--- config.mk ---
export PLATFORM = sky130hd
export DESIGN_NAME = irq_status_ctrl
export DESIGN_NICKNAME = d
export VERILOG_FILES = /design/src/rtl/irq_status_pkg.sv /design/src/rtl/irq_rst_sync.sv /design/src/rtl/irq_addr_decode.sv /design/src/rtl/irq_state_cell.sv /design/src/rtl/irq_status_ctrl.sv
export SDC_FILE = /design/constraint.sdc
export NUM_CORES = 1
export LEC_CHECK = 0
export BUFFER_PORTS_ARGS = -buffer_cell sky130_fd_sc_hd__clkbuf_2
export CELL_PAD_IN_SITES_DETAIL_PLACEMENT = 1
export CELL_PAD_IN_SITES_GLOBAL_PLACEMENT = 2
export CORE_AREA = 5 5 78 80
export CTS_BUF_LIST = sky130_fd_sc_hd__clkbuf_4 sky130_fd_sc_hd__clkbuf_8
export DETAILED_ROUTE_END_ITERATION = 8
export DIE_AREA = 0 0 83 85
export GPL_TIMING_DRIVEN = 0
export MAX_ROUTING_LAYER = met4
export PLACE_DENSITY_LB_ADDON = 0.1
export RECOVER_POWER = 100
export SLEW_MARGIN = 20
export SYNTH_ARGS = -nofsm -noshare
export SYNTH_HDL_FRONTEND = slang
export SYNTH_SLANG_ARGS = --single-unit
--- constraint.sdc ---
create_clock -name clk_i -period 0.8 [get_ports clk_i]
set_input_delay 0.04 -clock clk_i [delete_from_list [all_inputs] [get_ports clk_i]]
set_output_delay 0.04 -clock clk_i [all_outputs]
set_load 0.05 [all_outputs]
--- src/rtl/irq_status_pkg.sv ---
package irq_status_pkg;
  localparam int NUM_SRC = 4;
  localparam int DATA_W  = 32;

  localparam int SRC_TX_WMARK = 0;
  localparam int SRC_RX_WMARK = 1;
  localparam int SRC_TX_EMPTY = 2;
  localparam int SRC_RX_OVFL  = 3;

  localparam int WORD_STATE  = 0;
  localparam int WORD_ENABLE = 1;
  localparam int WORD_FORCE  = 2;

  typedef logic [NUM_SRC-1:0] src_vec_t;
endpackage

--- src/rtl/irq_rst_sync.sv ---
module irq_rst_sync #(
  parameter int STAGES = 2
) (
  input  logic clk_i,
  input  logic rst_ni,
  output logic rst_no
);
  logic [STAGES-1:0] sync_q;
  logic [STAGES-1:0] sync_d;

  always_comb begin
    sync_d = {sync_q[STAGES-2:0], 1'b1};
  end

  always_ff @(posedge clk_i or negedge rst_ni) begin
    if (!rst_ni) sync_q <= '0;
    else         sync_q <= sync_d;
  end

  assign rst_no = sync_q[STAGES-1];
endmodule

--- src/rtl/irq_addr_decode.sv ---
module irq_addr_decode
  import irq_status_pkg::*;
#(
  parameter int ADDR_W = 10,
  localparam int WORD_W = ADDR_W - 2
) (
  input  logic              we_i,
  input  logic [ADDR_W-1:0] addr_i,
  output logic [WORD_W-1:0] word_o,
  output logic              wr_state_o,
  output logic              wr_enable_o,
  output logic              wr_force_o
);
  logic unused_byte_lanes;
  assign unused_byte_lanes = ^addr_i[1:0];

  always_comb begin
    word_o      = addr_i[ADDR_W-1:2];
    wr_state_o  = we_i && (word_o == WORD_W'(WORD_STATE));
    wr_enable_o = we_i && (word_o == WORD_W'(WORD_ENABLE));
    wr_force_o  = we_i && (word_o == WORD_W'(WORD_FORCE));
  end
endmodule

--- src/rtl/irq_state_cell.sv ---
module irq_state_cell (
  input  logic clk_i,
  input  logic rst_ni,
  input  logic hw_set_i,
  input  logic sw_clr_i,
  input  logic sw_force_i,
  output logic state_o
);
  logic state_q;
  logic state_d;
  logic state_en;

  always_comb begin
    state_en = hw_set_i | sw_clr_i | sw_force_i;
    state_d  = hw_set_i | sw_force_i | (state_q & ~sw_clr_i);
  end

  always_ff @(posedge clk_i or negedge rst_ni) begin
    if (!rst_ni)       state_q <= 1'b0;
    else if (state_en) state_q <= state_d;
  end

  assign state_o = state_q;
endmodule

--- src/rtl/irq_status_ctrl.sv ---
module irq_status_ctrl
  import irq_status_pkg::*;
#(
  parameter int ADDR_W = 10,
  localparam int WORD_W = ADDR_W - 2
) (
  input  logic              clk_i,
  input  logic              rst_ni,
  input  logic              reg_we_i,
  input  logic              reg_re_i,
  input  logic [ADDR_W-1:0] reg_addr_i,
  input  logic [DATA_W-1:0] reg_wdata_i,
  output logic [DATA_W-1:0] reg_rdata_o,
  input  logic [NUM_SRC-1:0] hw_set_i,
  output logic [NUM_SRC-1:0] irq_o
);
  logic        rst_sync_n;
  logic [WORD_W-1:0] word;
  logic        wr_state, wr_enable, wr_force;
  src_vec_t    state_q;
  src_vec_t    en_q;
  src_vec_t    en_d;
  logic        unused_wdata_hi;

  assign unused_wdata_hi = ^reg_wdata_i[DATA_W-1:NUM_SRC];

  irq_rst_sync #(.STAGES(2)) u_rst_sync (
    .clk_i  (clk_i),
    .rst_ni (rst_ni),
    .rst_no (rst_sync_n)
  );

  irq_addr_decode #(.ADDR_W(ADDR_W)) u_decode (
    .we_i        (reg_we_i),
    .addr_i      (reg_addr_i),
    .word_o      (word),
    .wr_state_o  (wr_state),
    .wr_enable_o (wr_enable),
    .wr_force_o  (wr_force)
  );

  for (genvar i = 0; i < NUM_SRC; i++) begin : g_src
    irq_state_cell u_cell (
      .clk_i      (clk_i),
      .rst_ni     (rst_sync_n),
      .hw_set_i   (hw_set_i[i]),
      .sw_clr_i   (wr_state & reg_wdata_i[i]),
      .sw_force_i (wr_force & reg_wdata_i[i]),
      .state_o    (state_q[i])
    );
  end

  always_comb begin
    en_d = reg_wdata_i[NUM_SRC-1:0];
  end

  always_ff @(posedge clk_i or negedge rst_sync_n) begin
    if (!rst_sync_n)    en_q <= '0;
    else if (wr_enable) en_q <= en_d;
  end

  always_comb begin
    reg_rdata_o = '0;
    if (reg_re_i) begin
      if (word == WORD_W'(WORD_STATE))       reg_rdata_o[NUM_SRC-1:0] = state_q;
      else if (word == WORD_W'(WORD_ENABLE)) reg_rdata_o[NUM_SRC-1:0] = en_q;
    end
  end

  assign irq_o = state_q & en_q;
endmodule

# Word-level counts from Yosys, hierarchy flattened
# Index checks and enable logic that the tools add are counted.
[word_totals]
reg_bits = 10
out_inout_bits = 36
word_cells = 48
[classes]
n_eq_ne = 2
muxes = 3
n_bitwise = 33
reduce_logical = 4
[op_table]
columns = ["operator", "n"]
rows = [
  ["1-bit bitwise OR", 16],
  ["1-bit bitwise AND", 12],
  ["4-bit 2-to-1 mux", 3],
  ["8-bit by 1-bit == test with 1-bit output, second input constant", 1],
  ["8-bit by 2-bit == test with 1-bit output, second input constant", 1],
  ["8-bit zero test", 1],
  ["4-bit bitwise AND", 1],
  ["1-bit NOT", 4],
  ["1-bit logical AND", 3],
]

# Depth between registers and ports, before layout
# Gate-level depths: netlist (run 1).
[depth]
word_depth = 6
mapped_depth = 4

# Modules after synthesis
# A second synthesis (run 1) with hierarchy kept.
[hier_totals]
cells_unflattened = 93
area_unflattened_um2 = 843.3
[modules_own_cells]
columns = ["mod", "instances", "cells_each", "area_per_inst_um2", "seq_area_each_um2"]
rows = [
  ["irq_status_ctrl", 1, 60, 523.0, 100.1],
  ["irq_state_cell", 4, 4, 37.5, 25.0],
  ["irq_addr_decode", 1, 14, 116.4, 0.0],
  ["irq_rst_sync", 1, 3, 53.8, 50.0],
]

# Worst setup path before layout (run 1)
# OpenSTA, ideal clock, no wires.
[synth_timing]
kind = "input -> output"
start = "input port reg_addr_i[7]"
end = "output port reg_rdata_o[0]"
t_arrival_ps = 1381
required_time_ps = 760
slack_ps = -621
cell_stages = 3
n_path_buf = 0
path_cell_list = "nor4_4 -> nand4b_1 -> nor2_1"
[synth_between]
elab_chain_len = 4
word_cells_on_any_way = 5
classes_between = "1 x eq/ne; 3 x mux; 1 x reduce/logical"
[synth_lines]
columns = ["element", "line_no", "source"]
rows = [
  ["from (decl)", "irq_status_ctrl.sv:11", "input logic [ADDR_W-1:0] reg_addr_i,"],
  ["8-bit by 1-bit == test with 1-bit output", "irq_status_ctrl.sv:66", "else if (word == WORD_W'(WORD_ENABLE)) reg_rdata_o[NUM_SRC-1:0] = en_q;"],
  ["4-bit 2-to-1 mux", "irq_status_ctrl.sv:66", ""],
  ["4-bit 2-to-1 mux *", "irq_status_ctrl.sv:65", "if (word == WORD_W'(WORD_STATE)) reg_rdata_o[NUM_SRC-1:0] = state_q;"],
  ["4-bit 2-to-1 mux *", "irq_status_ctrl.sv:64", "if (reg_re_i) begin"],
  ["to (decl)", "irq_status_ctrl.sv:13", "output logic [DATA_W-1:0] reg_rdata_o,"],
]
# Mark *: on every way between the ends. The rest lies on a longest branch, timed or not.

# Final worst setup path (run 1)
[layout_timing]
start = "register en_q[0]"
end = "output port reg_rdata_o[0]"
[layout_between]
elab_chain_len = 3
[layout_lines]
columns = ["element", "line_no", "source"]
rows = [
  ["from (decl)", "irq_status_ctrl.sv:21", "src_vec_t en_q;"],
  ["from (signal assigned)", "irq_status_ctrl.sv:59", "else if (wr_enable) en_q <= en_d;"],
  ["4-bit 2-to-1 mux", "irq_status_ctrl.sv:66", ""],
  ["4-bit 2-to-1 mux", "irq_status_ctrl.sv:65", ""],
  ["4-bit 2-to-1 mux", "irq_status_ctrl.sv:64", ""],
]
# No other way between the ends.

==> results of run 1 <==
-- per-stage QoR --
stage	setup TNS [ns]	instance area [µm²]	instances	setup WS [ns]	hold slack, ns
detailed placement	-7.559	1109	201	-0.8869	-0.1685
floorplan	-3.503	888.4	103	-0.4914	-0.2556
global route	-3.657	1348	211	-0.3396	0.01743
CTS	-3.283	1291	210	-0.3169	0.006649
finish	-3.053	1348	211	-0.2930	0.01170
global placement	-7.523	1109	201	-0.8837	-0.1720
-- flip-flops by register name, summed over array words and instances (netlist names) --
register / cells
g_src.u_cell.state_o: 4
u_rst_sync.sync_q: 2
en_q: 4
-- cell families after synthesis --
family	count (synthesis)	synth area share
mux	8	0.1100
compound gates	8	0.08414
buf+inv	33	0.3010
simple gates	15	0.1715
flops	10	0.3236
other cells	2	0.009712
-- worst max path at each step --
stage	start	to	slack, ns
3_3_place_gp	reg_addr_i[7]	reg_rdata_o[1]	-0.88
5_1_grt	en_q[3]	reg_rdata_o[3]	-0.34
6_report	en_q[0]	reg_rdata_o[0]	-0.29
3_5_place_dp	reg_addr_i[7]	reg_rdata_o[1]	-0.89
4_1_cts	reg_addr_i[8]	reg_rdata_o[1]	-0.32
2_1_floorplan	reg_addr_i[7]	reg_rdata_o[0]	-0.49
-- cell usage in the layout, fill, tap and decap left out --
| master | count |
|---|---|
| buf_4 | 31 |
| conb_1 | 29 |
| clkbuf_2 | 15 |
| dfrtp_1 | 10 |
| buf_8 | 8 |
| buf_6 | 5 |
| mux2i_2 | 4 |
| nor2_4 | 4 |
| a31oi_1 | 4 |
| a311o_1 | 4 |
| mux2_2 | 4 |
| clkbuf_8 | 4 |
| and2_1 | 3 |
| inv_1 | 3 |
| nor4_4 | 1 |
| nor2_1 | 1 |
| nand4b_1 | 1 |
| nor4b_4 | 1 |
| and2_2 | 1 |
| inv_2 | 1 |
| nor2b_1 | 1 |
| nand4_4 | 1 |
| and2_4 | 1 |
| dlygate4sd3_1 | 1 |
| clkbuf_1 | 1 |
-- per-layer routing --
layer	vias to the layer above	global-route usage	wire (µm)
met5	-	-	0
met4	0	0.01337	12
met3	2	0.03398	198
met2	31	0.1086	1258
met1	310	0.07072	858
li1	328	-	-
-- critical path: stages, from the launching register on --
cell and delay (ns):
dfrtp_1 0.40, mux2i_2 0.21, nor2_4 0.06, buf_8 0.15
-- power breakdown --
group,total (µW),internal [µW],leakage (µW),switching [µW]
logic,642,211,0.000560,430
registers,540,522,0.000113,17.3
clock network,626,432,0.0000288,194
-- synthesized netlist by cell type --
master    number
conb_1         2
mux2i_1        4
buf_4         29
and2_1         4
a31oi_1        4
nand4_4        1
nor4b_4        1
inv_1          4
nand4b_1       1
and2_2         1
nor2_1         5
a311o_1        4
nor4_4         1
mux2_2         4
dfrtp_1       10
nor2b_1        1
-- area by class of cell --
type | instances | area, µm² | area share
Timing Repair Buffer | 32 | 276.5 | 0.2052
Buffer | 29 | 221.5 | 0.1643
Sequential cell | 10 | 250.2 | 0.1857
Clock buffer | 4 | 55.05 | 0.04085
Multi-Input combinational cell | 60 | 439.2 | 0.3259
Tap cell | 72 | 90.09 | 0.06685
Inverter | 4 | 15.01 | 0.01114
-- timing repair --
action	4_1_cts	5_1_grt
buffers inserted	4	1
setup endpoints to repair	16	16
hold buffers	1	0
hold endpoints to repair	2	0
resized for setup	21	19
pin swaps	3	8
==> metrics.md, run 1 <==
| Metric | Value |
|---|---|
| Fin util | 0.2525 |
| Initial DRT Pass Iterations | 4 |
| Die X | between 80 and 90 µm |
| Min-Delay Path Class | input pin to flip-flop |
| Root buffer cell | clkbuf_8 |
| Sequential area share after synthesis | 0.3236 |
| CTS tree | done |
| Critical R2R Capture | g_src[3].u_cell.state_o |
| TritonCTS Sinks | 10 |
| First-pass GRT wire length | 3.539 mm |
| Fmax | 914.9 MHz |
| Critical R2R Launch | g_src[3].u_cell.state_o |
| Final worst slack | -0.2930 ns |
| Die Y | 85 µm |
| Clock Latency Late Sink | 0.23 ns |
| Vias in the first global route | 695 |
| Reg2Reg Depth | 4 |
| Final hold violations | 0 |
| CTS buffer count | 3 |
| Routed Antenna Nets | 0 |
| Initial antenna violation count | 0 |
| Buffers on Ports | 26 |
| Largest area contributor in the netlist | dfrtp_1 |
| Clock Path Buffers | 2 |
| Critical Path Source Type | flip-flop |
| Critical path arrival | 1.05 ns |
| Final period util | 1.366 |
| Synthesized area | 773.2 µm² |
| Synth top area share | 0.3236 |
| Diode count | 0 |
| Die area | around 0.0071 mm² |
| Setup repair after global routing missed its margin | yes |
| Leak | 0.0007025 µW |
| Clock Skew | around 0.0021 ns |
| DR vias/cell | 3.180 |
| GRT overflow | 0 |
| Post-Route WL | around 2.3 mm |
| Layout cells sized above 1 | 0.5827 |
| Avg WL per Cell | 11.03 µm |
| Status | complete, but fails checks |
| Core region area | 0.005338 mm² |
| Final net count | 190 |
| H-tree depth | 1 |
| R2r setup slk | -0.20 ns |
| Detailed-route via count | 671 |
| CP Class | flip-flop to primary output |
| Area Overhead vs Synth | 74.27% |
| Total GRT Usage | 0.06563 |
| Worst Min Path Start | hw_set_i[1] |
| Final setup fails | 16 |
| Hold endpoint | g_src[1].u_cell.state_o |
| Yosys reg bits | 10 |
| Max Cap Violations | 0 |
| Synth Instances | 76 |
| Starting density of the core | 0.1449 |
| Failing checks | negative setup slack |
| Area contributors post-synth | dfrtp_1 32%, buf_4 28%, mux2_2 5.8% |
| Fin. max-slew vios | 0 |
| Power per cell area | 1341 mW/mm² |
| Hold path depth | 2 |
| Distinct cells, synth | 16 |
| Avg Inst Size Synth | 10.17 µm² |
| Worst EP required | roughly 0.76 ns |
| # DRC | 0 |
| Total power draw | 1807 µW |
| Final min period | 1.093 ns |
| Crit-path max FO | 3 |
| Critical path endpoint category | primary output |
| Site Rows | 27 |
| Largest net degree at the start of global routing | 9 |
| Fill cell count | approximately 660 |
| Number of DRC markers in iteration 0 | 15 |
| Worst ir drop on vdd | roughly 0.68 mV |
| Detail Placement HPWL | 1.879 mm |
| I/O Pins | 86 |
| Ys Warns | 0 |
| Clock transition at path regs | 0.05 ns |
| RD Place Congestion | slightly above 0.7 |
(Power assumes the default switching activity.)
==> inputs of run 2 (changes only) <==
- GPL_TIMING_DRIVEN: 0 -> unset
- HOLD_SLACK_MARGIN: unset -> 0.12
==> metrics.md, run 2 (synthesis gave the netlist of run 1 again) <==
| Metric | Value |
|---|---|
| Status | complete, but fails checks |
| Failing checks | negative setup slack |
| Switching share of power | 0.3626 |
| Finished Cell Area | 0.001217 mm² |
| Vias in the first global route | 730 |
| Total GRT Usage | 0.06563 |
| Final hold violations | 0 |
| Post-Route WL | 2.199 mm |
| Critical R2R Capture | g_src[0].u_cell.state_o |
| Final period util | 1.375 |
| Fill cell count | approximately 630 |
| Max Cap Violations | 0 |
| Starting density of the core | 0.1449 |
| Worst setup endpoint | reg_rdata_o[1] |
| Critical path arrival | 1.06 ns |
| Area Overhead vs Synth | 57.44% |
| CTS tree | done |
| Critical R2R Launch | g_src[0].u_cell.state_o |
| H-tree depth | 1 |
| I/O Pins | 86 |
| Avg WL per Cell | 11.76 µm |
| CTS Hold Bufs | 2 |
| Critical Path Source Type | input pin |
| Die area | 0.007055 mm² |
| Root buffer cell | clkbuf_8 |
| Routed Antenna Nets | 0 |
| Clock Latency Late Sink | ~0.23 ns |
| DR vias/cell | around 3.3 |
| Die X | 83 µm |
| Number of DRC markers in iteration 0 | 7 |
| Sequential share of power | 0.315 |
| Placed Area | 989.7 µm² |
| Reg2Reg Depth | 4 |
| Layout Cells excl Fill | 187 |
| RD Place Congestion | 0.7535 |
| Clock Path Buffers | 2 |
| Final worst slack | -0.3002 ns |
| # DRC | 0 |
| R2r setup slk | -0.19 ns |
| Detail Placement HPWL | 1.846 mm |
| Largest net degree at the start of global routing | 9 |
| Initial antenna violation count | 0 |
| Diode count | 0 |
| Leak | just under 0.0006 µW |
| Combinational share of power | 0.325 |
| Placed instance count | 178 |
| Most frequent cells in the layout | 29 x conb_1, 18 x clkbuf_2, 10 x dfrtp_1 |
| Switch Pwr | 623.0 µW |
| Site Rows | 27 |
| Fin. max-slew vios | 0 |
| Detailed-route via count | roughly 610 |
| Clock Skew | 0.0006852 ns |
| Power share of the clock group | 0.361 |
| Clock transition at path regs | 0.05 ns |
| Crit-path max FO | 4 |
| Initial DRT Pass Iterations | 2 |
| Final net count | 166 |
| Final setup fails | 16 |
| Worst EP required | around 0.76 ns |
| Setup TNS | -2.999 ns |
| CP Class | input pin to primary output |
| Min-Delay Path Class | input pin to flip-flop |
| First-pass GRT wire length | around 3.6 mm |
| Buffers on Ports | 27 |
| Internal power | about 1100 µW |
| Setup repair after global routing missed its margin | yes |
| Final min period | ~1.1 ns |
| TritonCTS Sinks | 10 |
| Critical path endpoint category | primary output |
| Commonest non-fill, non-tap cell in the layout | conb_1 |
| Core region area | 0.005338 mm² |
| Power per cell area | 1411 mW/mm² |
| Fmax | 908.9 MHz |
| Worst ir drop on vdd | between 0.6 and 0.7 mV |
| Layout cells sized above 1 | 0.5304 |
| CTS buffer count | 3 |
| GRT overflow | 0 |
| Total power draw | 1718 µW |
| Die Y | 85 µm |
| Worst setup path start | reg_addr_i[7] |
## run 2: cell count changes in the layout (fill, tap and decap cells not counted), sizes merged
cell / previous run / this run
clkbuf: 20 / 25
dlygate4sd3: 1 / 2
buf: 44 / 14
## run 2: area by class of cell
class | instances | area [µm²] | share of cell area
multi-input combinational | 60 | 447.9 | 0.3679
clock buffer | 4 | 55.05 | 0.04522
sequential | 10 | 250.2 | 0.2055
timing repair buffer | 37 | 359.1 | 0.2950
inverter | 4 | 15.01 | 0.01233
tap | 72 | 90.09 | 0.07400
## run 2: worst min path at each step
stage	slack, ns	from	endpoint	cells past startpoint
finish	0.02	hw_set_i[1]	g_src[1].u_cell.state_o	2
global route	0.02	hw_set_i[2]	g_src[2].u_cell.state_o	2
CTS	0.02	hw_set_i[1]	g_src[1].u_cell.state_o	2
detailed placement	-0.17	rst_ni	u_rst_sync.sync_q[0]	1
global placement	-0.17	rst_ni	u_rst_sync.sync_q[0]	1
floorplan	-0.26	rst_ni	u_rst_sync.sync_q[0]	0
## run 2: per-stage QoR
step	worst slack [ns]	hold WS (ns)	utilization
global placement	-0.3492	-0.1729	0.1854
detailed placement	-0.3816	-0.1710	0.1854
finish	-0.3002	0.02155	0.2281
floorplan	-0.4914	-0.2556	-
CTS	-0.2911	0.02045	0.2262
global route	-0.3545	0.01698	0.2281
## run 2: routing by layer
layer,vias up,part of all wire,global-route usage
met5,-,0,-
met4,0,0.0068,0.01337
met3,2,0.061,0.02427
met2,30,0.54,0.1203
met1,299,0.39,0.06725
li1,280,-,-
## run 2: repair_timing
item                       in CTS  in global routing
setup buffers                   4                  0
resized for setup              25                  5
setup endpoints to repair      16                 18
pin swaps                       3                  2
hold endpoints to repair       10                  8
## run 2: critical path: stages
cell and delay (ns):
clkbuf_2 0.10, nor4_4 0.32, nand4b_1 0.16, buf_6 0.18, nor2_4 0.12, buf_12 0.14
## run 2: power by group through the flow
stage / clock, µW / sequential [µW] / combinational (µW)
finish: 620 / 541 / 558
CTS: 635 / 541 / 553
global placement: 0 / 548 / 485
global route: 674 / 545 / 583
detailed placement: 0 / 547 / 485
floorplan: 0 / 541 / 492
==> inputs of run 3 (changes only) <==
- CORE_AREA: 5 5 78 80 -> 5 5 72 74
- DIE_AREA: 0 0 83 85 -> 0 0 77 79
- SETUP_SLACK_MARGIN: unset -> 0.02
- clock period: 0.8 -> 1.41 ns (I/O delays scaled with it)
==> metrics.md, run 3 (synthesis gave the netlist of run 1 again) <==
| Metric | Value |
|---|---|
| Commonest non-fill, non-tap cell in the layout | conb_1 |
| Initial DRT Pass Iterations | 2 |
| Min-Delay Path Class | input pin to flip-flop |
| Vias in the first global route | approximately 640 |
| Status | completed |
| Area Overhead vs Synth | 31.07% |
| Fin util | 0.2234 |
| Wire length on met2 | 987 µm |
| CTS tree | done |
| Met3 wire len | 155 µm |
| TritonCTS Sinks | 10 |
| Clock Latency Late Sink | 0.23 ns |
| Switch Pwr | ~340 µW |
| Fmax | 788.6 MHz |
| Final setup fails | 0 |
| Die Y | roughly 80 µm |
| Most frequent cells in the layout | 29 x conb_1, 20 x clkbuf_2, 10 x dfrtp_1 |
| Sequential share of power | 0.349 |
| Die area | 0.006083 mm² |
| Power per cell area | approximately 860 mW/mm² |
| H-tree depth | 1 |
| Clock Path Buffers | 2 |
| Buffers on Ports | 27 |
| Critical path endpoint category | primary output |
| Hold Slack | 0.1314 ns |
| Detailed-route via count | 583 |
| Finished Cell Area | 0.001013 mm² |
| Routed Antenna Nets | 0 |
| Site Rows | 25 |
| Total GRT Usage | 0.06949 |
| CP Class | flip-flop to primary output |
| Avg WL per Cell | between 10 and 15 µm |
| Fin. max-slew vios | 0 |
| Switching share of power | 0.3836 |
| # DRC | 0 |
| Max Cap Violations | 0 |
| Worst rel slew slack | 0.5943 |
| Clock transition at path regs | 0.05 ns |
| Core region area | about 0.0045 mm² |
| Uppermost routed layer | met4 |
| Crit-path max FO | 3 |
| Die X | 77 µm |
| Worst path max stage delay | 0.47 ns |
| Post-Route WL | between 2 and 2.5 mm |
| Slowest-stage cell, CP | clkbuf_1 |
| Placed Area | ~960 µm² |
| Worst EP required | between 1 and 1.5 ns |
| Final period util | 0.8993 |
| Total power draw | 874.6 µW |
| Initial antenna violation count | 0 |
| RD Place Congestion | 0.6573 |
| Power share of the clock group | 0.327 |
| Met1 wire length | about 920 µm |
| CTS buffer count | 3 |
| Root buffer cell | clkbuf_8 |
| Final net count | 169 |
| Crit-path cells | and2_1 -> clkbuf_1 |
| Detail Placement HPWL | roughly 1.8 mm |
| First-pass GRT wire length | ~3.2 mm |
| Diode count | 0 |
| Leak | 0.0005218 µW |
| Critical path arrival | 1.20 ns |
| Internal power | 539.2 µW |
| Setup TNS | 0 ns |
| Clock Skew | 0.004314 ns |
| Worst ir drop on vdd | ~0.42 mV |
| Largest net degree at the start of global routing | 9 |
| Starting density of the core | 0.1705 |
| Number of DRC markers in iteration 0 | 8 |
| Post-CTS setup repair buffer count | 0 |
| DR vias/cell | about 3.4 |
| Worst-Margin Slew | 0.6112 ns |
| Final hold violations | 0 |
| Combinational share of power | 0.324 |
| Setup repair after global routing missed its margin | no |
| Layout cells sized above 1 | 0.3077 |
| GRT overflow | 0 |
| Final min period | between 1 and 1.5 ns |
| Critical Path Source Type | flip-flop |
| I/O Pins | between 80 and 90 |
## run 3: worst paths after layout
kind / startpoint / end / slack, ns / cells after the start
worst max register to register: g_src[1].u_cell.state_o / g_src[1].u_cell.state_o / 0.48 / 3
worst min-delay path: reg_wdata_i[2] / en_q[2] / 0.13 / 2
min in group asynchronous: u_rst_sync.sync_q[1] / en_q[3] / 0.14 / 0
worst min register to register: u_rst_sync.sync_q[1] / en_q[3] / 0.14 / 0
worst max-delay path: g_src[0].u_cell.state_o / irq_o[0] / 0.14 / 2
max in group asynchronous: u_rst_sync.sync_q[1] / en_q[0] / 1.01 / 0
## run 3: what timing repair did
action                                  4_1_cts  5_1_grt
hold endpoints to repair                      9        0
gates resized for setup                       0        0
endpoints found under the setup margin        0        0
hold buffers                                  8        0
## run 3: power by group through the flow
stage          Combinational [µW]  Sequential (µW)  Clock, µW
6_report                      283              306        286
3_3_place_gp                  270              310          0
2_1_floorplan                 277              307          0
5_1_grt                       297              307        317
4_1_cts                       288              306        301
3_5_place_dp                  270              311          0
## run 3: critical path, delay by kind of cell (launching register included)
| family | cells | cell delay, ns |
|---|---|---|
| flops | 1 | 0.36 |
| buf+inv | 1 | 0.47 |
| simple gates | 1 | 0.14 |
## run 3: cell type report
cell class | instances | area [µm²]
Clock buffer | 3 | 41.29
Fill cell | 551 | 3522
Inverter | 4 | 15.01
Multi-Input combinational cell | 60 | 382.9
Sequential cell | 10 | 250.2
Tap cell | 54 | 67.56
Timing Repair Buffer | 40 | 256.5
## run 3: per-layer routing
metal / vias to the layer above / global-route usage
met2: 30 / 0.1053
met4: 0 / 0.02577
met1: 266 / 0.08997
met5: - / -
li1: 285 / -
met3: 2 / 0.01701
## run 3: per-stage QoR
stage | cells | worst slack, ns
5_1_grt | 171 | 0.03822
2_1_floorplan | 103 | -0.07163
4_1_cts | 171 | 0.1103
3_5_place_dp | 160 | 0.1396
6_report | 171 | 0.1419
3_3_place_gp | 160 | 0.1133
